**src/rtl/brd_pkg.sv**
```systemverilog
package brd_pkg;
  localparam int DATA_W = 16;
  localparam int SEL_W  = 2;

  localparam logic [SEL_W-1:0] SEL_PROBE = 2'd0;
  localparam logic [SEL_W-1:0] SEL_STAT  = 2'd1;
  localparam logic [SEL_W-1:0] SEL_PCTL  = 2'd2;
  localparam logic [SEL_W-1:0] SEL_PADR  = 2'd3;

  // status word bit positions
  localparam int B_RST   = 15;
  localparam int B_ONAIR = 14;
  localparam int B_ATTN  = 13;
  localparam int B_IEN   = 12;
  localparam int B_PIEN  = 11;
  localparam int B_PFLAG = 9;
  localparam int B_IFLAG = 8;
  localparam int B_SEC   = 5;
  localparam int B_256K  = 4;

  // parity control word bit positions
  localparam int B_ACK   = 8;
  localparam int B_SRC   = 7;
  localparam int B_BYTE  = 6;

  typedef struct packed {
    logic rst;
    logic onair;
    logic attn;
    logic ien;
    logic pien;
    logic sec;
  } ctl_bits_t;
endpackage

```
**src/rtl/brd_ctl_word.sv**
```systemverilog
module brd_ctl_word
  import brd_pkg::*;
(
  input  logic              clk,
  input  logic              rst_n,
  input  logic              wr_en,
  input  logic [DATA_W-1:0] wdata,
  input  logic              irq_in,
  output ctl_bits_t         ctl_q,
  output logic              iflag_q
);
  always_ff @(posedge clk or negedge rst_n) begin
    if (!rst_n) begin
      ctl_q   <= '0;
      iflag_q <= 1'b0;
    end else begin
      iflag_q <= irq_in;
      if (wr_en) begin
        ctl_q.rst   <= wdata[B_RST];
        ctl_q.onair <= wdata[B_ONAIR];
        ctl_q.attn  <= wdata[B_ATTN];
        ctl_q.ien   <= wdata[B_IEN];
        ctl_q.pien  <= wdata[B_PIEN];
        ctl_q.sec   <= wdata[B_SEC];
      end
    end
  end

  logic unused_wbits;
  assign unused_wbits = ^{wdata[10:6], wdata[4:0]};
endmodule

```
**src/rtl/brd_perr_capture.sv**
```systemverilog
module brd_perr_capture #(
  parameter int HI_W = 4,
  parameter int LO_W = 16,
  localparam int ADDR_W = HI_W + LO_W
) (
  input  logic              clk,
  input  logic              rst_n,
  input  logic              ev_valid,
  output logic              ev_ready,
  input  logic [ADDR_W-1:0] ev_addr,
  input  logic              ev_src,
  input  logic              ev_byte,
  input  logic              ack,
  output logic              flag_q,
  output logic [ADDR_W-1:0] addr_q,
  output logic              src_q,
  output logic              byte_q
);
  logic take;
  assign ev_ready = ~flag_q;
  assign take     = ev_valid & ev_ready;

  always_ff @(posedge clk or negedge rst_n) begin
    if (!rst_n) begin
      flag_q <= 1'b0;
      addr_q <= '0;
      src_q  <= 1'b0;
      byte_q <= 1'b0;
    end else if (take) begin
      flag_q <= 1'b1;
      addr_q <= ev_addr;
      src_q  <= ev_src;
      byte_q <= ev_byte;
    end else if (ack && flag_q) begin
      flag_q <= 1'b0;
      addr_q <= '0;
      src_q  <= 1'b0;
      byte_q <= 1'b0;
    end
  end
endmodule

```
**src/rtl/brd_irq_merge.sv**
```systemverilog
module brd_irq_merge #(
  parameter bit IRQ_REG = 1'b0
) (
  input  logic clk,
  input  logic rst_n,
  input  logic ien,
  input  logic iflag,
  input  logic pien,
  input  logic pflag,
  output logic irq
);
  logic raw;
  assign raw = (ien & iflag) | (pien & pflag);

  generate
    if (IRQ_REG) begin : g_reg
      always_ff @(posedge clk or negedge rst_n) begin
        if (!rst_n) irq <= 1'b0;
        else        irq <= raw;
      end
    end else begin : g_comb
      logic unused_clk;
      assign unused_clk = clk ^ rst_n;
      assign irq = raw;
    end
  endgenerate
endmodule

```
**src/rtl/brd_ctl_regs.sv**
```systemverilog
module brd_ctl_regs
  import brd_pkg::*;
#(
  parameter int ADDR_HI_W = 4,
  parameter int ADDR_LO_W = 16,
  parameter bit IRQ_REG   = 1'b0,
  localparam int ADDR_W   = ADDR_HI_W + ADDR_LO_W
) (
  input  logic              clk,
  input  logic              rst_n,
  input  logic              reg_wr,
  input  logic [SEL_W-1:0]  reg_sel,
  input  logic [DATA_W-1:0] reg_wdata,
  output logic [DATA_W-1:0] reg_rdata,
  input  logic [3:0]        ram_base,
  input  logic              ram_256k,
  input  logic              ctl_irq_in,
  input  logic              perr_valid,
  output logic              perr_ready,
  input  logic [ADDR_W-1:0] perr_addr,
  input  logic              perr_src,
  input  logic              perr_byte,
  output logic              ctl_reset,
  output logic              ctl_onair,
  output logic              ctl_attn,
  output logic              sec_bus_en,
  output logic              irq_out
);
  ctl_bits_t         ctl_q;
  logic              iflag_q;
  logic              pflag_q;
  logic [ADDR_W-1:0] paddr_q;
  logic              psrc_q;
  logic              pbyte_q;
  logic              stat_wr;
  logic              ack_wr;

  assign stat_wr = reg_wr && (reg_sel == SEL_STAT);
  assign ack_wr  = reg_wr && (reg_sel == SEL_PCTL) && reg_wdata[B_ACK];

  brd_ctl_word u_ctl (
    .clk     (clk),
    .rst_n   (rst_n),
    .wr_en   (stat_wr),
    .wdata   (reg_wdata),
    .irq_in  (ctl_irq_in),
    .ctl_q   (ctl_q),
    .iflag_q (iflag_q)
  );

  brd_perr_capture #(.HI_W(ADDR_HI_W), .LO_W(ADDR_LO_W)) u_perr (
    .clk      (clk),
    .rst_n    (rst_n),
    .ev_valid (perr_valid),
    .ev_ready (perr_ready),
    .ev_addr  (perr_addr),
    .ev_src   (perr_src),
    .ev_byte  (perr_byte),
    .ack      (ack_wr),
    .flag_q   (pflag_q),
    .addr_q   (paddr_q),
    .src_q    (psrc_q),
    .byte_q   (pbyte_q)
  );

  brd_irq_merge #(.IRQ_REG(IRQ_REG)) u_irq (
    .clk   (clk),
    .rst_n (rst_n),
    .ien   (ctl_q.ien),
    .iflag (iflag_q),
    .pien  (ctl_q.pien),
    .pflag (pflag_q),
    .irq   (irq_out)
  );

  assign ctl_reset  = ctl_q.rst;
  assign ctl_onair  = ctl_q.onair;
  assign ctl_attn   = ctl_q.attn;
  assign sec_bus_en = ctl_q.sec;

  logic [DATA_W-1:0] stat_word;
  logic [DATA_W-1:0] pctl_word;
  logic [DATA_W-1:0] padr_word;

  always_comb begin
    stat_word          = '0;
    stat_word[B_RST]   = ctl_q.rst;
    stat_word[B_ONAIR] = ctl_q.onair;
    stat_word[B_ATTN]  = ctl_q.attn;
    stat_word[B_IEN]   = ctl_q.ien;
    stat_word[B_PIEN]  = ctl_q.pien;
    stat_word[B_PFLAG] = pflag_q;
    stat_word[B_IFLAG] = iflag_q;
    stat_word[B_SEC]   = ctl_q.sec;
    stat_word[B_256K]  = ram_256k;
    stat_word[3:0]     = ram_base;

    pctl_word                = '0;
    pctl_word[B_SRC]         = psrc_q;
    pctl_word[B_BYTE]        = pbyte_q;
    pctl_word[ADDR_HI_W-1:0] = paddr_q[ADDR_W-1:ADDR_LO_W];

    padr_word = '0;
    padr_word[ADDR_LO_W-1:0] = paddr_q[ADDR_LO_W-1:0];

    unique case (reg_sel)
      SEL_STAT: reg_rdata = stat_word;
      SEL_PCTL: reg_rdata = pctl_word;
      SEL_PADR: reg_rdata = padr_word;
      default:  reg_rdata = '0;
    endcase
  end
endmodule

```
**config.mk**
```make
export PLATFORM = sky130hd
export DESIGN_NAME = brd_ctl_regs
export DESIGN_NICKNAME = d
export VERILOG_FILES = /design/src/rtl/brd_pkg.sv /design/src/rtl/brd_ctl_word.sv /design/src/rtl/brd_perr_capture.sv /design/src/rtl/brd_irq_merge.sv /design/src/rtl/brd_ctl_regs.sv
export SDC_FILE = /design/constraint.sdc
export NUM_CORES = 1
export LEC_CHECK = 0
export BUFFER_PORTS_ARGS = -buffer_cell sky130_fd_sc_hd__buf_4
export CAP_MARGIN = 10
export CORE_MARGIN = 2
export CORE_UTILIZATION = 46
export DETAILED_ROUTE_END_ITERATION = 12
export PLACE_DENSITY = 0.79
export SYNTH_ARGS = -nofsm -noshare
export SYNTH_HDL_FRONTEND = slang
export SYNTH_SLANG_ARGS = --single-unit
export TNS_END_PERCENT = 20
```
**constraint.sdc**
```tcl
create_clock -name clk -period 1.4 [get_ports clk]
set_input_delay 0.28 -clock clk [delete_from_list [all_inputs] [get_ports clk]]
set_output_delay 0.28 -clock clk [all_outputs]
set_load 0.02 [all_outputs]
```
# Word-level counts from Yosys, hierarchy flattened
# Cells that the tools add are included.
# W data, S select, Z words.
[totals] ff_bits=30 in_bits=50 output_inout_bits=22 word_cells=31
[op_classes] eq_ne=3 n_mux=7 n_bitwise=5 n_reduce_logical=5
[op_table] cell="$pmux W16 S3" count=1
[op_table] cell="$mux W20" count=2
[op_table] cell="$eq A2 B2 Y1 const B" count=2
[op_table] cell="$logic_and A1 B1 Y1" count=4
[op_table] cell="$mux W1" count=4
[op_table] cell="$and A1 B1 Y1" count=3
[op_table] cell="$eq A2 B1 Y1 const B" count=1
[op_table] cell="$reduce_bool A2 Y1" count=1
[op_table] cell="$not A1 Y1" count=1
[op_table] cell="$or A1 B1 Y1" count=1

# Logic depth before layout (Yosys ltp)
[logic_depth] depth_word=6 ltp_mapped=6 ltp_nobuf=3

# Cells and area by module
# From an unflattened synthesis, not the netlist that was laid out.
[unflattened] hier_cells=130 area_unflattened_um2=1701.6
[by_module_without_submodules] mod="brd_perr_capture" instances=1 cells_per_inst=77 area_per_inst_um2=1097.3 seq_area_each_um2=575.6
[by_module_without_submodules] mod="brd_ctl_regs" instances=1 cells_per_inst=38 area_per_inst_um2=319.1 seq_area_each_um2=0.0
[by_module_without_submodules] mod="brd_ctl_word" instances=1 cells_per_inst=14 area_per_inst_um2=276.5 seq_area_each_um2=175.2
[by_module_without_submodules] mod="brd_irq_merge" instances=1 cells_per_inst=1 area_per_inst_um2=8.8 seq_area_each_um2=0.0

# Worst setup path after synthesis
# Ideal clock, no wire load.
[synth_timing] path_kind="input to output" start="in reg_sel[0]" end="out reg_rdata[11]" arrival_time_ps=1045 t_required_ps=1120 setup_slack_ps=75 path_stages=3 n_path_buf=2 path_cell_list="buf_2 -> clkbuf_1 -> nor2b_1"
[synth_between] elab_chain_cells=2 word_cells_on_any_way=4 cone_classes="eq/ne (3); mux (1)"
[synth_lines] element="start, declared" line_no="brd_ctl_regs.sv:12" rtl="input logic [SEL_W-1:0] reg_sel,"
[synth_lines] element="$eq A2 B2 Y1 / $eq A2 B1 Y1 (equally long branches)" line_no="brd_ctl_regs.sv:106" rtl="unique case (reg_sel)"
[synth_lines] element="$pmux W16 S3 (*)" line_no="brd_ctl_regs.sv:106"
[synth_lines] element="end, declared" line_no="brd_ctl_regs.sv:14" rtl="output logic [DATA_W-1:0] reg_rdata,"
# Every way passes the cells marked *; elsewhere a longest branch is shown, timed or not.

# Final worst setup path
[layout_timing] start="reg u_perr.addr_q[2]" end="out reg_rdata[2]"
[layout_between] elab_chain_cells=1
[layout_lines] element="start, declared" line_no="brd_perr_capture.sv:15" rtl="output logic [ADDR_W-1:0] addr_q,"
[layout_lines] element="start signal, assigned" line_no="brd_perr_capture.sv:31" rtl="addr_q <= ev_addr;"
[layout_lines] element="$pmux W16 S3" line_no="brd_ctl_regs.sv:106"
# Every way passes these cells.

==> flow_metrics.py <==
metrics = {
    "status": {
        "status": "complete, but fails checks",
        "violations": "setup timing",
    },
    "drt": {
        "wl_per_cell_microns": 13.73,
        "drtAntennaViolNets": 0,
        "dr_total_vias": 1323,
        "drt_first_iter_violations": 35,
        "routed_wl_mm": 3.707,
        "dr.pass1.iters": 4,
        "routed_via_density": 4.900,
        "drc": 0,
    },
    "power_and_ir_drop": {
        "comb_power_share_pct": 30.4,
        "p_per_area_nw_per_um2": 1165,
        "ir_worst_vdd_v": 0.0008156,
        "p_total_uw": 2589,
        "power_switching_uw": 769.4,
        "internal-power_uw": 1820,
        "netSwitchingFraction_pct": 29.71,
        "p_leak_uw": 0.001085,
        "power_frac_clock_pct": 26.1,
        "pwr-share-seq_pct": 43.5,
    },
    "timing": {
        "slew_viol_final": 0,
        "min_period_ps": 1621,
        "timing.final.ws_setup_ps": -221.3,
        "rsz0062_at_grt": "true",
        "tightest_slew_ps": 373.2,
        "finalCritPeriodShare_pct": 115.8,
        "setup_tns_ps": -882.9,
        "fmax_mhz": 616.8,
        "hold_viol": 0,
        "clock_skew_ps": 11.47,
        "setup_viol": 6,
        "holdWs_ps": 51.94,
        "relSlewSlack_pct": 75.12,
    },
    "grt": {
        "grt_pass1_wl_mm": 6.065,
        "grt_start_max_net_pins": 31,
        "grt_pass1_vias": 1301,
        "grt-ovfl-total": 0,
        "grt_usage_pct": 19.96,
        "antenna_found_initial": 0,
    },
    "min_path": {
        "min_path_type": "in -> reg",
        "min_from": "ctl_irq_in",
    },
    "clock_tree": {
        "cts_tree": "done",
        "cts-root-buf": "clkbuf_4",
        "clockBufferDepth": 2,
        "cts_max_level": 2,
        "cts_made_buffers": 5,
        "clkTransAtPathRegs_ps": 90,
        "numClockSinks": 30,
        "clock_latency_ps": 340,
    },
    "yosys": {
        "yosys_warnings": 0,
        "synth_area_per_cell_sq_um": 10.39,
        "syn_inst": 153,
        "synth_cell_types": 20,
        "yosysSeqAreaShare_pct": 47.24,
        "synth.net_count": 203,
        "syn_area_sq_um": 1589,
        "ys_ff_latch": 30,
    },
    "worst_setup_path": {
        "endpoint_kind": "output port",
        "crit_path_top_delay_cell": "dfrtp_1",
        "crit_fanout": 2,
        "path_cells": "mux2_4, a22o_1, buf_6",
        "worst_setup_path_start_kind": "flop",
        "crit_type": "reg -> out",
        "crit_required_ps": 1120,
        "arrival_ps": 1340,
        "max_stage_delay_ps": 400,
        "rr_startpoint": "u_perr.flag_q",
        "cp-startpoint": "u_perr.addr_q[2]",
    },
    "finish": {
        "layout_common_cells": "buf_4, nand2_1, dfrtp_1, a21oi_2, nor2b_1",
        "final_cells": 270,
        "fin_nets": 273,
        "nFillCells": 276,
        "area.growth.synth_to_final_pct": 39.92,
        "drive_gt1_share_pct": 50.45,
        "final_common_cell": "buf_4",
        "antenna_cells": 0,
        "final_util_pct": 66.63,
    },
    "floorplan": {
        "num_io_pins": 72,
        "initial_utilization_pct": 47.62,
        "dieArea_sq_um": 3941,
        "num_rows": 21,
        "die_h_microns": 62.78,
        "fp.coreArea_sq_um": 3337,
        "die_x_microns": 62.78,
    },
    "placed_design": {
        "routabilityCongestion": 0.7487,
        "place.port_buffers": 62,
        "dp_hpwl_mm": 2.754,
        "placedCellCount": 260,
    },
    "job": {
        "cap_violations": 0,
    },
}
[through the flow]
| step | cell area (sq um) | setup slack (ps) |
|---|---|---|
| final | 2223 | -221.3 |
| after global routing | 2223 | -277.0 |
| after CTS | 2205 | -230.1 |
| after detailed placement | 2093 | -21.61 |
| after global placement | 2093 | -5.396 |
| after floorplan | 1589 | 75.10 |
[path summary, 6_finish.rpt]
kind | end | slack (ps) | depth (start not counted)
min reg2reg | u_perr.addr_q[11] | 540 | 2
max in group asynchronous | u_perr.flag_q | 710 | 2
min in group asynchronous | u_ctl.ctl_q[0] | 400 | 2
max reg2reg | u_perr.addr_q[7] | 260 | 4
max | reg_rdata[2] | -220 | 3
min | u_ctl.iflag_q | 50 | 1
[Yosys cell counts]
cell type   n  area share [%]
a21oi_1     3            0.94
nand2b_1    1            0.39
mux2_2     10             7.1
a22o_1      5             2.8
buf_2       4             1.3
dfrtp_1    30              47
nand3b_1    1            0.47
nand2_1    44              10
and3_1      1            0.39
mux2i_1    11             6.9
a21oi_2    19              10
nor2_1      1            0.24
nor2b_1    12             4.7
buf_12      2             2.5
and4_1      1            0.55
buf_6       2             1.4
nor2b_4     1            0.87
clkbuf_1    3            0.71
nor2_2      1            0.39
inv_1       1            0.24
[critical path: cells and delay by family, from the launching register on]
| kind | cells | cell delay, ps |
|---|---|---|
| compound gates | 1 | 220 |
| flops | 1 | 400 |
| mux | 1 | 260 |
| buf+inv | 1 | 130 |
[flip-flops by register name, summed over array words and instances, names as in the netlist]
name / cells
u_ctl.ctl_q: 6
u_perr.flag_q: 1
u_perr.addr_q: 20
u_ctl.iflag_q: 1
u_perr.byte_q: 1
u_perr.src_q: 1
[power by group through the flow]
stage,sequential [uW],combinational [uW],clock [uW]
finish,1130,788,676
global route,1150,854,724
CTS,1120,780,683
detailed placement,1140,754,0
global placement,1130,730,0
floorplan,1140,443,0
[area by class of cell]
class / instances / area, sq um / area share [%]
flip-flops and latches: 30 / 752.0 / 33.82
multi-input cells: 111 / 752.0 / 33.82
clock buffers: 5 / 37.54 / 1.688
inverters: 1 / 3.754 / 0.1688
well taps: 46 / 57.56 / 2.589
repair buffers: 74 / 580.6 / 26.11
clock inverters: 3 / 40.04 / 1.801
[kinds of logic after synthesis]
| kind of cell | after synthesis | synth area share, % |
|---|---|---|
| and+or+nand+nor | 63 | 18.43 |
| DFF | 30 | 47.24 |
| AOI/OAI and AO/OA | 27 | 14.17 |
| muxes | 21 | 14.02 |
| buffers and inverters | 12 | 6.142 |
[metal layers]
metal	global-route usage [%]	part of all wire, %	wire (microns)
met1	26.15	44	1632
met2	31.05	47	1743
met3	6.667	7.6	280
met4	6.944	1.4	51
met5	0	0	0
[repair_timing]
item,CTS,global route
resized for setup,7,3
cloned,0,0
hold buffers,1,0
setup endpoints to repair,7,15
setup buffers,0,1
pin swaps,2,2
hold endpoints to repair,30,0
Note: power is estimated with default switching activity, not from simulation.
